**config.mk**
```make
export PLATFORM = sky130hd
export DESIGN_NAME = fbd_float_detect
export DESIGN_NICKNAME = d
export VERILOG_FILES = /design/src/rtl/fbd_pkg.sv /design/src/rtl/fbd_window.sv /design/src/rtl/fbd_accum.sv /design/src/rtl/fbd_probe.sv /design/src/rtl/fbd_float_detect.sv
export SDC_FILE = /design/constraint.sdc
export NUM_CORES = 1
export LEC_CHECK = 0
export BUFFER_PORTS_ARGS = -buffer_cell sky130_fd_sc_hd__buf_2
export CAP_MARGIN = 15
export CORE_MARGIN = 1.5
export CORE_UTILIZATION = 35
export CTS_CLUSTER_DIAMETER = 50
export CTS_CLUSTER_SIZE = 28
export DETAILED_ROUTE_END_ITERATION = 16
export HOLD_SLACK_MARGIN = 0.08
export PLACE_DENSITY_LB_ADDON = 0.15
export SYNTH_ARGS = -nofsm -noshare
export SYNTH_HDL_FRONTEND = slang
export SYNTH_SLANG_ARGS = --single-unit
export TNS_END_PERCENT = 5
```
**constraint.sdc**
```tcl
create_clock -name clk -period 2 [get_ports clk]
set_input_delay 0.3 -clock clk [delete_from_list [all_inputs] [get_ports clk]]
set_output_delay 0.3 -clock clk [all_outputs]
set_load 0.01 [all_outputs]
```
**src/rtl/fbd_pkg.sv**
```systemverilog
package fbd_pkg;

  typedef enum logic [2:0] {
    ST_IDLE,
    ST_STAT_REQ,
    ST_STAT_WAIT,
    ST_PROBE_WR,
    ST_PROBE_RD,
    ST_PROBE_WAIT
  } fbd_state_e;

endpackage

```
**src/rtl/fbd_window.sv**
```systemverilog
module fbd_window #(
  parameter int unsigned WINDOW_TICKS = 20
) (
  input  logic clk,
  input  logic rst_n,
  input  logic clear,
  input  logic run,
  input  logic tick,
  output logic expired
);
  localparam int unsigned CW = $clog2(WINDOW_TICKS + 1);

  logic [CW-1:0] cnt_q;

  always_ff @(posedge clk) begin
    if (!rst_n)                       cnt_q <= '0;
    else if (clear)                   cnt_q <= '0;
    else if (run && tick && !expired) cnt_q <= cnt_q + 1'b1;
  end

  assign expired = (cnt_q >= CW'(WINDOW_TICKS));

  // once expired the window stays expired until the next clear
  p_window_hold_r6: assert property (@(posedge clk) disable iff (!rst_n)
    (expired && !clear) |=> expired);

endmodule

```
**src/rtl/fbd_accum.sv**
```systemverilog
module fbd_accum #(
  parameter int unsigned DATA_W   = 8,
  parameter int unsigned BUSY_BIT = 7
) (
  input  logic              clk,
  input  logic              rst_n,
  input  logic              clear,
  input  logic              load,
  input  logic [DATA_W-1:0] din,
  output logic              full_now,
  output logic              busy_low_now,
  output logic              acc_full
);
  logic [DATA_W-1:0] acc_q;
  logic [DATA_W-1:0] acc_nxt;

  assign acc_nxt      = acc_q | din;
  assign full_now     = load && (&acc_nxt);
  assign busy_low_now = load && !acc_nxt[BUSY_BIT];
  assign acc_full     = &acc_q;

  always_ff @(posedge clk) begin
    if (!rst_n)     acc_q <= '0;
    else if (clear) acc_q <= '0;
    else if (load)  acc_q <= acc_nxt;
  end

  // bits can only be gained between clears
  p_acc_grows_r3: assert property (@(posedge clk) disable iff (!rst_n)
    !clear |=> ((acc_q & $past(acc_q)) == $past(acc_q)));

endmodule

```
**src/rtl/fbd_probe.sv**
```systemverilog
module fbd_probe #(
  parameter int unsigned DATA_W  = 8,
  parameter int unsigned ADDR_W  = 3,
  parameter int unsigned BASE    = 2,
  parameter int unsigned PROBE_N = 3
) (
  input  logic              clk,
  input  logic              rst_n,
  input  logic              restart,
  input  logic              clr_mm,
  input  logic              step,
  input  logic              cmp_en,
  input  logic [DATA_W-1:0] rdata,
  output logic [ADDR_W-1:0] addr,
  output logic [DATA_W-1:0] pattern,
  output logic              last,
  output logic              mismatch_final
);
  localparam int unsigned IW = (PROBE_N > 1) ? $clog2(PROBE_N) : 1;

  logic [IW-1:0] idx_q;
  logic          mm_q;
  logic          miss;

  function automatic logic [DATA_W-1:0] pat_of(input logic [IW-1:0] i);
    logic [DATA_W-1:0] p;
    if (i == IW'(0))      p = {(DATA_W/2){2'b10}};
    else if (i == IW'(1)) p = {(DATA_W/2){2'b01}};
    else                  p = '1;
    return p;
  endfunction

  assign pattern        = pat_of(idx_q);
  assign addr           = ADDR_W'(BASE) + ADDR_W'(idx_q);
  assign last           = (idx_q == IW'(PROBE_N - 1));
  assign miss           = cmp_en && (rdata != pattern);
  assign mismatch_final = mm_q || miss;

  always_ff @(posedge clk) begin
    if (!rst_n)       idx_q <= '0;
    else if (restart) idx_q <= '0;
    else if (step)    idx_q <= idx_q + 1'b1;
  end

  always_ff @(posedge clk) begin
    if (!rst_n)      mm_q <= 1'b0;
    else if (clr_mm) mm_q <= 1'b0;
    else if (miss)   mm_q <= 1'b1;
  end

  p_idx_range_r7: assert property (@(posedge clk) disable iff (!rst_n)
    idx_q <= IW'(PROBE_N - 1));

endmodule

```
**src/rtl/fbd_float_detect.sv**
```systemverilog
module fbd_float_detect
  import fbd_pkg::*;
#(
  parameter int unsigned DATA_W       = 8,
  parameter int unsigned ADDR_W       = 3,
  parameter int unsigned STATUS_ADDR  = 7,
  parameter int unsigned BUSY_BIT     = 7,
  parameter int unsigned PROBE_BASE   = 2,
  parameter int unsigned PROBE_N      = 3,
  parameter int unsigned WINDOW_TICKS = 20
) (
  input  logic              clk,
  input  logic              rst_n,
  input  logic              start,
  input  logic              tick,
  output logic              reg_req_valid,
  input  logic              reg_req_ready,
  output logic              reg_req_write,
  output logic [ADDR_W-1:0] reg_req_addr,
  output logic [DATA_W-1:0] reg_req_wdata,
  input  logic              reg_rsp_valid,
  input  logic [DATA_W-1:0] reg_rsp_rdata,
  output logic              done,
  output logic              floating
);
  localparam logic [ADDR_W-1:0] STAT_A = ADDR_W'(STATUS_ADDR);

  fbd_state_e state_q, state_d;
  logic done_q, float_q;

  logic win_clear, win_run, expired;
  logic acc_clear, acc_load, full_now, busy_low_now, acc_full;
  logic pr_restart, pr_clrmm, pr_step, pr_cmp, pr_last, mm_final;
  logic [ADDR_W-1:0] pr_addr;
  logic [DATA_W-1:0] pr_pat;
  logic fin, fin_val;

  assign win_run = (state_q == ST_STAT_REQ) || (state_q == ST_STAT_WAIT);

  fbd_window #(.WINDOW_TICKS(WINDOW_TICKS)) u_window (
    .clk(clk), .rst_n(rst_n), .clear(win_clear), .run(win_run),
    .tick(tick), .expired(expired)
  );

  fbd_accum #(.DATA_W(DATA_W), .BUSY_BIT(BUSY_BIT)) u_accum (
    .clk(clk), .rst_n(rst_n), .clear(acc_clear), .load(acc_load),
    .din(reg_rsp_rdata), .full_now(full_now), .busy_low_now(busy_low_now),
    .acc_full(acc_full)
  );

  fbd_probe #(.DATA_W(DATA_W), .ADDR_W(ADDR_W), .BASE(PROBE_BASE),
              .PROBE_N(PROBE_N)) u_probe (
    .clk(clk), .rst_n(rst_n), .restart(pr_restart), .clr_mm(pr_clrmm),
    .step(pr_step), .cmp_en(pr_cmp), .rdata(reg_rsp_rdata),
    .addr(pr_addr), .pattern(pr_pat), .last(pr_last),
    .mismatch_final(mm_final)
  );

  always_comb begin
    state_d       = state_q;
    reg_req_valid = 1'b0;
    reg_req_write = 1'b0;
    reg_req_addr  = STAT_A;
    reg_req_wdata = '0;
    win_clear     = 1'b0;
    acc_clear     = 1'b0;
    acc_load      = 1'b0;
    pr_restart    = 1'b0;
    pr_clrmm      = 1'b0;
    pr_step       = 1'b0;
    pr_cmp        = 1'b0;
    fin           = 1'b0;
    fin_val       = 1'b0;
    unique case (state_q)
      ST_IDLE: begin
        if (start) begin
          win_clear = 1'b1;
          acc_clear = 1'b1;
          state_d   = ST_STAT_REQ;
        end
      end
      ST_STAT_REQ: begin
        reg_req_valid = 1'b1;
        if (reg_req_ready) state_d = ST_STAT_WAIT;
      end
      ST_STAT_WAIT: begin
        if (reg_rsp_valid) begin
          acc_load = 1'b1;
          if (full_now) begin
            pr_restart = 1'b1;
            pr_clrmm   = 1'b1;
            state_d    = ST_PROBE_WR;
          end else if (busy_low_now || expired) begin
            fin     = 1'b1;
            state_d = ST_IDLE;
          end else begin
            state_d = ST_STAT_REQ;
          end
        end
      end
      ST_PROBE_WR: begin
        reg_req_valid = 1'b1;
        reg_req_write = 1'b1;
        reg_req_addr  = pr_addr;
        reg_req_wdata = pr_pat;
        if (reg_req_ready) begin
          if (pr_last) begin
            pr_restart = 1'b1;
            state_d    = ST_PROBE_RD;
          end else begin
            pr_step = 1'b1;
          end
        end
      end
      ST_PROBE_RD: begin
        reg_req_valid = 1'b1;
        reg_req_addr  = pr_addr;
        if (reg_req_ready) state_d = ST_PROBE_WAIT;
      end
      ST_PROBE_WAIT: begin
        if (reg_rsp_valid) begin
          pr_cmp = 1'b1;
          if (pr_last) begin
            fin     = 1'b1;
            fin_val = mm_final;
            state_d = ST_IDLE;
          end else begin
            pr_step = 1'b1;
            state_d = ST_PROBE_RD;
          end
        end
      end
      default: state_d = ST_IDLE;
    endcase
  end

  always_ff @(posedge clk) begin
    if (!rst_n) begin
      state_q <= ST_IDLE;
      done_q  <= 1'b0;
      float_q <= 1'b0;
    end else begin
      state_q <= state_d;
      done_q  <= fin;
      if (state_q == ST_IDLE && start) float_q <= 1'b0;
      else if (fin)                    float_q <= fin_val;
    end
  end

  assign done     = done_q;
  assign floating = float_q;

  p_idle_after_reset_r1: assert property (@(posedge clk) disable iff (!rst_n)
    (state_q == ST_IDLE && !start) |=> !reg_req_valid);

  p_busy_no_float_r9: assert property (@(posedge clk) disable iff (!rst_n)
    (state_q != ST_IDLE) |-> !floating);

  p_done_pulse_r9: assert property (@(posedge clk) disable iff (!rst_n)
    done |=> !done);

  p_req_hold_r10: assert property (@(posedge clk) disable iff (!rst_n)
    (reg_req_valid && !reg_req_ready) |=>
      (reg_req_valid && $stable(reg_req_write) && $stable(reg_req_addr)
       && $stable(reg_req_wdata)));

  p_write_needs_full_r5: assert property (@(posedge clk) disable iff (!rst_n)
    (reg_req_valid && reg_req_write) |-> acc_full);

  p_status_addr_r3: assert property (@(posedge clk) disable iff (!rst_n)
    (reg_req_valid && state_q == ST_STAT_REQ) |->
      (!reg_req_write && reg_req_addr == STAT_A));

endmodule

```
==> impl_metrics.yaml <==
drt:
  vias: 1074
  routed_wl_mm: 2.58
  drcViolationCount: 0
  wl_per_cell_um: 11.6
  drtPass1Iterations: 4
  ant_nets: 0
  drtIter0Drc: 54
  via_per_inst: 4.82
placed_design:
  place_congestion: 0.823
  port_buffers: 28
  dp_hpwl_mm: 1.98
clock_network:
  clk_latency_ns: 0.30
  clockRootBuffer: "clkbuf_4"
  hold_buffers: 0
  cts_buffers: 3
  cts_sinks: 21
  postCtsSetupBuffers: 0
  cts_max_level: 1
  cts_resized: 0
  clockBufferDepth: 2
  cts_tree: "built"
  path_clk_slew_ns: 0.12
floorplan:
  row_count: 21
  die-area_um2: 3850
  core_um2: 3340
  start_util_pct: 36.6
  die_w_um: 62.0
  ios: 29
  die_h_um: 62.0
worst_setup_path:
  crit_buf_inv: 3
  reg2regPathDepth: 6
  cpMaxStageDelayCell: "dfxtp_1"
  start_kind: "register"
  arrival_ns: 1.50
  crit_path_cell_trace: "buf_4, inv_1, nand3_1, nand2_1, nand2_1, buf_2"
  cp.required_ns: 1.70
  regToRegEndpoint: "floating$_SDFFE_PP0P_"
  cp_max_fo: 9
  cp-end-kind: "primary output"
  rrSetupSlack_ns: 0.31
  critPathMaxStageDelay_ns: 0.55
  reg2reg_from: "state_q[1]$_SDFFE_PN0P_"
  crit_type: "register to primary output"
  cpMostUsedCell: "nand2_1"
  crit_family: "flip-flops"
power:
  ir_worst_vdd_mv: 0.231
  power.leakage_uw: 0.000582
  power.density_nw_per_um2: 529
  p_total_uw: 742
global_routing:
  grt_start_max_net_pins: 15
  grt_pass1_wl_mm: 4.13
  antenna_found_initial: 0
  gr-total-overflow: 0
  first_global_vias: 948
  track_usage_pct: 14.4
sta:
  finalSetupTns_ns: 0
  finClkSkew_ns: 0.00432
  finalCriticalPeriod_ns: 1.80
  hold_viol: 0
  rsz0062_at_grt: "no"
  drv_slew: 0
  worst_slew_pin_slew_ns: 0.444
  max_freq_ghz: 0.555
  slew_headroom_pct: 69.7
  final-setup-viol-count: 0
  fin_crit_sh_pct: 90.1
min_path:
  holdPathEnd: "u_accum.acc_q[3]$_SDFFE_PP0N_"
  hold-path-cell-count: 3
  holdCritPathClass: "primary input to register"
  holdCritStartpoint: "reg_rsp_rdata[3]"
yosys:
  ys.flop_type: "dfxtp_1"
  postSynthAreaPerCell_um2: 7.97
  synth_cell_types: 34
  synth_edf_count: 0
  synth.top_cell.area_share_pct: 34.5
  synth.top_cells.by_area: "dfxtp_1 34%, nor2_1 7.7%, mux2i_1 5.7%, ha_1 5.1%, a21oi_1 4.9%"
  seq_area_frac_synth_pct: 34.5
  syn_nets: 172
  synth_cells: 153
  yosysTopAreaCell: "dfxtp_1"
  syn-cell-area_um2: 1220
  synth_seq_cells: 21
  ys_warn_count: 0
  synth-async-reset-ratio_pct: 0
layout:
  nNetsFinal: 197
  layout_common_cells: "28 x buf_2, 25 x nor2_1, 20 x dfxtp_1"
  layout_commonest_cell: "buf_2"
  nFillCells: 365
  antennaDiodeCount: 0
  syn2layout_area_growth_pct: 15.0
  drive_gt1_share_pct: 22.6
job:
  maxCapViolCount: 0
run_status:
  status: "complete, no violations"
[sequential cells by signal, summed over array words and instances, names as in the netlist]
name,flops
u_accum.acc_q,8
floating,1
state_q,3
u_window.cnt_q,5
done,1
u_probe.idx_q,2
u_probe.mm_q,1
[worst reg2reg max path: cells and delay by family (launching register included)]
kind | cells | cell delay, ns
buffers and inverters | 1 | 0.23
and+or+nand+nor | 2 | 0.46
DFF | 1 | 0.55
AOI/OAI and AO/OA | 3 | 0.34
[per-stage QoR]
stage,instance area (um2),cells,util [%],hold WS [ns],setup WS [ns]
finish,1400,223,42.0,0.259,0.198
global route,1400,223,42.0,0.254,0.0212
CTS,1400,223,42.0,0.254,0.0339
detailed placement,1380,219,41.2,0.461,0.351
global placement,1380,219,41.2,0.449,0.376
floorplan,1220,153,-,0.418,0.391
[Yosys cell counts (3+ instances only)]
| cell | number |
|---|---|
| nor2_1 | 25 |
| dfxtp_1 | 21 |
| nand2_1 | 14 |
| a21oi_1 | 12 |
| inv_1 | 9 |
| mux2i_1 | 7 |
| buf_4 | 6 |
| o21ai_0 | 6 |
| ha_1 | 5 |
| nor3_1 | 5 |
| buf_2 | 4 |
| nand3_1 | 3 |
| nand4_1 | 3 |
| o21a_1 | 3 |
| o22ai_1 | 3 |
| xnor2_1 | 3 |
[per-layer routing]
layer	routed length (um)	vias to the layer above	part of all wire (%)	track usage [%]
met2	1200	12	47	22.6
met1	1270	490	49	19.6
li1	-	570	-	-
met3	91	2	3.5	2.07
met5	0	-	0	0
met4	20	0	0.77	6.38
[layout make-up]
cell class	instances	area [um2]	share of cell area [%]
inverter	9	33.8	2.41
sequential	21	422	30.1
timing repair buffer	32	170	12.1
clock buffer	4	26.3	1.87
tap	46	57.6	4.10
multi-input combinational	111	693	49.4
[where the power goes]
part           internal, uW  total (uW)  switching [uW]
logic                  44.9         101            56.5
clock network          77.6         203             126
registers               425         437            12.5
[logic make-up after synthesis]
family                     share of synthesized area (%)
AOI/OAI and AO/OA                                   17.4
and+or+nand+nor                                     24.9
buffers and inverters                               8.72
muxes                                               5.74
DFF                                                 34.5
adders and majority gates                           5.13
xor gates and xnor gates                            3.59
[worst max-delay path by stage]
stage | cells after the start | end | from | slack (ns)
4_1_cts | 4 | reg_req_wdata[2] | state_q[0]$_SDFFE_PN0P_ | 0.03
6_report | 6 | reg_req_addr[1] | state_q[1]$_SDFFE_PN0P_ | 0.20
3_5_place_dp | 6 | floating$_SDFFE_PP0P_ | state_q[1]$_SDFFE_PN0P_ | 0.35
2_1_floorplan | 5 | reg_req_wdata[2] | state_q[0]$_SDFFE_PN0P_ | 0.39
3_3_place_gp | 6 | floating$_SDFFE_PP0P_ | state_q[1]$_SDFFE_PN0P_ | 0.38
5_1_grt | 4 | reg_req_wdata[5] | state_q[0]$_SDFFE_PN0P_ | 0.02
Note: power is estimated with default switching activity, not from simulation.
